**src/rtl/serial_acc_pkg.sv**
```systemverilog
package serial_acc_pkg;

  // Strobes from the controller to the datapath
  typedef struct packed {
    logic shiftEn;   // shift both registers and capture carry this cycle
    logic firstBit;  // this shift handles bit 0: carry-in forced to zero
  } sa_strobe_t;

  typedef enum logic {
    ST_IDLE = 1'b0,
    ST_RUN  = 1'b1
  } sa_state_e;

endpackage

```
**src/rtl/sa_control.sv**
```systemverilog
module sa_control
  import serial_acc_pkg::*;
#(
  parameter int WIDTH = 4
) (
  input  logic       clk,
  input  logic       rst,
  input  logic       start,
  output sa_strobe_t strobes
);

  localparam int CNT_W = (WIDTH > 2) ? $clog2(WIDTH) : 1;
  localparam logic [CNT_W-1:0] LAST_BIT = CNT_W'(WIDTH - 1);

  sa_state_e       state, stateNext;
  logic [CNT_W-1:0] bitCnt, bitCntNext;

  always_comb begin
    stateNext        = state;
    bitCntNext       = bitCnt;
    strobes.shiftEn  = 1'b0;
    strobes.firstBit = 1'b0;
    unique case (state)
      ST_IDLE: begin
        if (start) begin
          strobes.shiftEn  = 1'b1;
          strobes.firstBit = 1'b1;
          stateNext        = ST_RUN;
          bitCntNext       = CNT_W'(1);
        end
      end
      ST_RUN: begin
        strobes.shiftEn = 1'b1;
        if (bitCnt == LAST_BIT) begin
          stateNext  = ST_IDLE;
          bitCntNext = '0;
        end else begin
          bitCntNext = bitCnt + CNT_W'(1);
        end
      end
      default: stateNext = ST_IDLE;
    endcase
  end

  always_ff @(posedge clk) begin
    if (rst) begin
      state  <= ST_IDLE;
      bitCnt <= '0;
    end else begin
      state  <= stateNext;
      bitCnt <= bitCntNext;
    end
  end

endmodule

```
**src/rtl/sa_full_adder.sv**
```systemverilog
module sa_full_adder (
  input  logic a,
  input  logic b,
  input  logic cin,
  output logic sum,
  output logic cout
);

  always_comb begin
    sum  = a ^ b ^ cin;
    cout = (a & b) | (a & cin) | (b & cin);
  end

endmodule

```
**src/rtl/sa_datapath.sv**
```systemverilog
module sa_datapath
  import serial_acc_pkg::*;
#(
  parameter int WIDTH = 4
) (
  input  logic             clk,
  input  logic             rst,
  input  sa_strobe_t       strobes,
  input  logic             loadAcc,
  input  logic [WIDTH-1:0] accIn,
  input  logic             loadAddend,
  input  logic [WIDTH-1:0] addendIn,
  output logic [WIDTH-1:0] accQ,
  output logic [WIDTH-1:0] addendQ,
  output logic             carryQ
);

  logic carryIn, sumBit, carryNext;

  // A fresh add never sees the carry left by the previous one
  assign carryIn = strobes.firstBit ? 1'b0 : carryQ;

  sa_full_adder i_fa (
    .a   (accQ[0]),
    .b   (addendQ[0]),
    .cin (carryIn),
    .sum (sumBit),
    .cout(carryNext)
  );

  always_ff @(posedge clk) begin
    if (strobes.shiftEn) begin
      accQ    <= {sumBit, accQ[WIDTH-1:1]};
      addendQ <= {addendQ[0], addendQ[WIDTH-1:1]};
    end else begin
      if (loadAcc)    accQ    <= accIn;
      if (loadAddend) addendQ <= addendIn;
    end
  end

  always_ff @(posedge clk) begin
    if (rst)                  carryQ <= 1'b0;
    else if (strobes.shiftEn) carryQ <= carryNext;
  end

endmodule

```
**src/rtl/serial_acc_adder.sv**
```systemverilog
module serial_acc_adder
  import serial_acc_pkg::*;
#(
  parameter int WIDTH = 4
) (
  input  logic             clk,
  input  logic             rst,
  input  logic             start,
  input  logic             loadAcc,
  input  logic [WIDTH-1:0] accIn,
  input  logic             loadAddend,
  input  logic [WIDTH-1:0] addendIn,
  output logic [WIDTH-1:0] accOut,
  output logic [WIDTH-1:0] addendOut,
  output logic             carryOut
);

  sa_strobe_t strobes;

  sa_control #(.WIDTH(WIDTH)) i_ctrl (
    .clk    (clk),
    .rst    (rst),
    .start  (start),
    .strobes(strobes)
  );

  sa_datapath #(.WIDTH(WIDTH)) i_dp (
    .clk       (clk),
    .rst       (rst),
    .strobes   (strobes),
    .loadAcc   (loadAcc),
    .accIn     (accIn),
    .loadAddend(loadAddend),
    .addendIn  (addendIn),
    .accQ      (accOut),
    .addendQ   (addendOut),
    .carryQ    (carryOut)
  );

endmodule

```
**config.mk**
```make
export PLATFORM = sky130hd
export DESIGN_NAME = serial_acc_adder
export DESIGN_NICKNAME = d
export VERILOG_FILES = /design/src/rtl/serial_acc_pkg.sv /design/src/rtl/sa_control.sv /design/src/rtl/sa_full_adder.sv /design/src/rtl/sa_datapath.sv /design/src/rtl/serial_acc_adder.sv
export SDC_FILE = /design/constraint.sdc
export NUM_CORES = 1
export LEC_CHECK = 0
export ABC_AREA = 1
export BUFFER_PORTS_ARGS = -buffer_cell sky130_fd_sc_hd__buf_2
export CORE_AREA = 2 2 39 41
export CTS_CLUSTER_SIZE = 16
export DETAILED_ROUTE_END_ITERATION = 12
export DIE_AREA = 0 0 41 43
export PLACE_DENSITY_LB_ADDON = 0.2
export SLEW_MARGIN = 25
export SYNTH_ARGS = -nofsm -noshare
export SYNTH_HDL_FRONTEND = slang
export SYNTH_SLANG_ARGS = --single-unit
```
**constraint.sdc**
```tcl
create_clock -name clk -period 3.11 [get_ports clk]
set_input_delay 0.7775 -clock clk [delete_from_list [all_inputs] [get_ports clk]]
set_output_delay 0.7775 -clock clk [all_outputs]
set_load 0.05 [all_outputs]
```
======== Word-level counts from Yosys, hierarchy flattened ========
Cells that the tools add are included.
Widths: inputs -> output; s select.
word-level totals
  bits in registers ....................... 12
  bits in latches ......................... 0
  bits in writable memories ............... 0
  ROM bits ................................ 0
  bits of input ports ..................... 13
  output and inout port bits .............. 9
  word-level logic and storage cells ...... 32
  memories kept ........................... 0
cells by class
  add/subtract/negate cells ............... 1
  multipliers ............................. 0
  div/mod/pow operators ................... 0
  $lt $le $gt $ge ......................... 0
  equal/unequal tests ..................... 2
  shift-type cells ........................ 0
  mux-type cells .......................... 14
  bitwise logic cells ..................... 8
  reductions and logical operators ........ 2
operators by type and width
  cell                 number
  $mux 4               4
  $mux 2               3
  $mux 1               4
  $pmux 1 s2           2
  $pmux 2 s2           1
  $reduce_bool 2->1    2
  $and 1x1->1          3
  $add 2x1->2 const B  1
  $eq 2x2->1 const B   1
  $ne 2x2->1 const B   1
  $or 1x1->1           2
  $xor 1x1->1          2
  $not 1->1            1

======== Logic depth before layout (Yosys ltp) ========
  depth in word-level cells ............... 6
  mapped depth ............................ 6
  depth with buffers taken out ............ 6

======== Modules after synthesis ========
From an unflattened synthesis, not the netlist that was laid out.
second synthesis, totals
  cell total of the unflattened synthesis .. 65
  area total of the unflattened synthesis .. 560.5 µm²
by module, submodules not included
  module         times used  cells an instance  area an instance (µm²)  seq. area each (µm²)
  sa_datapath    1           45                 407.9                   260.2
  sa_control     1           19                 132.6                   60.1
  sa_full_adder  1           1                  20.0                    0.0

======== Worst setup path after synthesis ========
No wires, ideal clock.
  kind .................................... in2reg
  start point ............................. input port start
  end point ............................... register i_dp.accQ[3], data pin
  setup time .............................. 0.256 ns
  data arrival time ....................... 1.445 ns
  path slack .............................. 1.410 ns
  stages .................................. 4
  buffers on the path ..................... 0
  cells stage by stage .................... inv_1 > o21ai_0 > fa_1 > o21ai_1
between the ends
  word-level cells in the longest chain between the ends .. 5
  elaborated cells between the ends (all ways) .. 6
  those cells by class .................... mux: 5; bitwise: 1
RTL lines
  what                  RTL line               RTL
  from (decl)           serial_acc_adder.sv:8  input logic start,
  $mux 2 (*)            sa_control.sv:25       if (start) begin
  $mux 1                sa_control.sv:23       unique case (state)
  $mux 1                sa_datapath.sv:21      assign carryIn = strobes.firstBit ? 1'b0 : carryQ;
  $xor 1x1->1           sa_full_adder.sv:10    sum = a ^ b ^ cin;
  $mux 4 (*)            sa_datapath.sv:32      if (strobes.shiftEn) begin
  to (signal assigned)  sa_datapath.sv:33      accQ <= {sumBit, accQ[WIDTH-1:1]};
  to (signal assigned)  sa_datapath.sv:36      if (loadAcc) accQ <= accIn;
  to (decl)             sa_datapath.sv:13      output logic [WIDTH-1:0] accQ,
Mark *: on every way between the ends. The rest lies on a longest branch, timed or not.
A chain may end at the register's enable or synchronous reset.

======== Worst setup path in the final report ========
  start point ............................. register i_dp.addendQ[3]
  end point ............................... output port addendOut[3]
RTL lines
  what                    RTL line                RTL
  from (decl)             sa_datapath.sv:14       output logic [WIDTH-1:0] addendQ,
  from (signal assigned)  sa_datapath.sv:34       addendQ <= {addendQ[0], addendQ[WIDTH-1:1]};
  from (signal assigned)  sa_datapath.sv:37       if (loadAddend) addendQ <= addendIn;
  to (decl)               serial_acc_adder.sv:14  output logic [WIDTH-1:0] addendOut,
No word-level cell between the ends.

==> flow_summary_export.csv <==
group,metric,value,unit
outcome,outcome,"finished, final reports clean",
setup_path,crit_arrival,910,ps
setup_path,reg2reg_to,"i_dp.accQ[3]$_DFFE_PP_",
pwr,pwr-share-clk,0.213,
synth,synth_nets,79,
setup_path,critPathMaxStageDelay,410,ps
worst_hold_path,holdPathEnd,"i_ctrl.bitCnt[1]$_SDFFE_PP0N_",
final_layout,multi_input_area,205,um2
placed_design,dp.cells,98,
global_route,grt_pass1_vias,426,
synth,ys_seq_area_frac,0.558,
clock_tree,cts_resized,0,
setup_path,r2r_slack,1690,ps
clock_tree,cts_tree,"done",
timing,tightest_slew,360,ps
drt,totalWireLength,1.03,mm
timing,max_freq,0.593,GHz
pwr,seqPwrFrac,0.472,
die,core_area,0.00138,mm2
pwr,cellPowerDensity,632,mW/mm2
setup_path,cp_top_family,"flip-flops",
synth,syn_inst,64,
final_layout,final_common_cell,"nand2_1",
drt,via_count,455,
placed_design,dp_hpwl,805,um
drt,via_per_inst,4.46,
clock_tree,cts_setup_buffers,0,
final_layout,final_cells,102,
synth,syn_area,574,um2
placed_design,portBuffers,21,
placed_design,gp_congestion,0.687,
final_layout,final_nets,102,
timing,slew_headroom,0.759,
setup_path,end_kind,"output pin",
drt,wl_per_cell,10.1,um
synth,avgSynthCellArea,8.97,um2
clock_tree,cts.path.max_buffers,2,
run,maxCapViolCount,0,
timing,tns,0,ps
setup_path,crit_path_max_fanout,2,
pwr,p_sw_frac,0.372,
global_route,antenna_found_initial,0,
timing,drv_slew,0,
clock_tree,path_clk_slew,80,ps
drt,dr.pass1.iters,4,
setup_path,reg2regPathDepth,3,
drt,antenna_left,0,
global_route,grt_pass1_wl,1.68,mm
clock_tree,clk_latency,260,ps
synth,yosys_warnings,0,
pwr,p_switching,0.000166,W
die,ioPinCount,22,
setup_path,path_buf_inv,1,
die,fp.dieW,41,um
timing,rsz0062_at_grt,"no",
global_route,grt_max_degree,16,
clock_tree,numCtsBuffers,3,
timing,setup_viol,0,
final_layout,regArea,320,um2
die,die_h,43,um
synth,ys_ff_latch,12,
pwr,p_int,0.000279,W
setup_path,cp.required,2330,ps
clock_tree,cts_root_buf,"clkbuf_4",
timing,hold_viol,0,
timing,fin_worst_skew,6.91,ps
die,rows,14,
die,die_area,0.00176,mm2
final_layout,drive_above_1_share,0.314,
setup_path,crit_chain,"buf_2",
pwr,totalPowerFinal,0.000445,W
worst_hold_path,holdPathStages,2,
global_route,grt_overflow,0,
setup_path,r2r_start,"i_ctrl.state$_SDFF_PP0_",
timing,fin_crit,1690,ps
pwr,power.leakage,0.360,nW
clock_tree,postCtsHoldBufs,0,
pwr,comb_power_share,0.315,
setup_path,start_kind,"flip-flop",
drt,drc_errors,0,
clock_tree,h-tree-depth,1,
setup_path,critPathSlowestCell,"edfxtp_1",
drt,first_iter_violations,9,
global_route,grt_usage,0.146,
timing,holdWs,467,ps
timing,fin_crit_sh,0.542,
synth,synthDistinctLibCells,16,
worst_hold_path,min-delay-start,"i_ctrl.bitCnt[1]$_SDFFE_PP0N_",
final_layout,most-common-layout-cells,"nand2_1 (27), buf_2 (21), edfxtp_1 (8)",
clock_tree,numClockSinks,12,
final_layout,area.growth.synth_to_final,22.4,%
worst_hold_path,hold_path.class,"reg -> reg",
final_layout,fill_cells,133,
setup_path,crit_type,"reg -> out",
final_layout,fin_util,0.508,
final_layout,antenna_cells,0,
pwr,peakVddDrop,0.310,mV
die,start_util,0.415,
==> final cells by class <==
| cell class | instances | area share |
|---|---|---|
| Sequential cell | 12 | 0.456 |
| Multi-Input combinational cell | 42 | 0.292 |
| Clock buffer | 3 | 0.0320 |
| Inverter | 7 | 0.0374 |
| Tap cell | 16 | 0.0285 |
| Timing Repair Buffer | 21 | 0.149 |
| Clock inverter | 1 | 0.00534 |
==> synthesized netlist by cell type <==
library cell / n / area share
nand2_1: 27 / 0.18
edfxtp_1: 8 / 0.42
inv_1: 6 / 0.039
nor2_1: 5 / 0.033
dfxtp_1: 4 / 0.14
buf_4: 3 / 0.039
or2_1: 2 / 0.022
a21oi_1: 1 / 0.0087
fa_1: 1 / 0.035
ha_1: 1 / 0.022
inv_2: 1 / 0.0065
nand3_1: 1 / 0.0087
nor2_4: 1 / 0.020
o21ai_0: 1 / 0.0087
o21ai_1: 1 / 0.0087
o21ai_2: 1 / 0.015
==> flip-flops by register name, indices dropped and copies added, names as in the netlist <==
signal,count
i_dp.accQ,4
i_dp.addendQ,4
i_ctrl.bitCnt,2
i_ctrl.state,1
i_dp.carryQ,1
==> layer usage <==
layer	GRT usage	share of wire
met3	0.0471	0.073
met1	0.176	0.46
met5	0	0
met2	0.219	0.45
met4	0.0800	0.011
==> worst max-delay path by stage <==
stage	startpoint	end	slack [ps]	cells after the start
2_1_floorplan	start	i_dp.accQ[3]$_DFFE_PP_	1410	4
3_3_place_gp	start	i_dp.addendQ[0]$_DFFE_PP_	1190	4
3_5_place_dp	start	i_dp.addendQ[0]$_DFFE_PP_	1180	4
4_1_cts	i_dp.addendQ[3]$_DFFE_PP_	addendOut[3]	1430	1
5_1_grt	i_dp.addendQ[0]$_DFFE_PP_	addendOut[0]	1390	1
6_report	i_dp.addendQ[3]$_DFFE_PP_	addendOut[3]	1420	1
==> stage by stage <==
step | worst slack, ps | instance area, um2
final | 1420 | 703
after global routing | 1390 | 703
after CTS | 1430 | 703
after detailed placement | 1180 | 677
after global placement | 1190 | 677
after floorplan | 1410 | 574
==> kinds of logic after synthesis <==
| group | synth area share |
|---|---|
| AND/OR/NAND/NOR | 0.259 |
| flip-flops | 0.558 |
| buffers and inverters | 0.0850 |
| AO/OA/AOI/OAI | 0.0414 |
| adder cells (fa/ha/maj) | 0.0566 |
==> power groups by stage <==
stage	sequential, W	combinational, W	clock [W]
after global placement	0.000214	0.000138	0
after global routing	0.000214	0.000152	0.000109
after floorplan	0.000268	0.0000573	0
final	0.000210	0.000140	0.0000945
after CTS	0.000210	0.000142	0.0000983
after detailed placement	0.000213	0.000142	0
No activity file was read; power rests on OpenSTA's default activity.
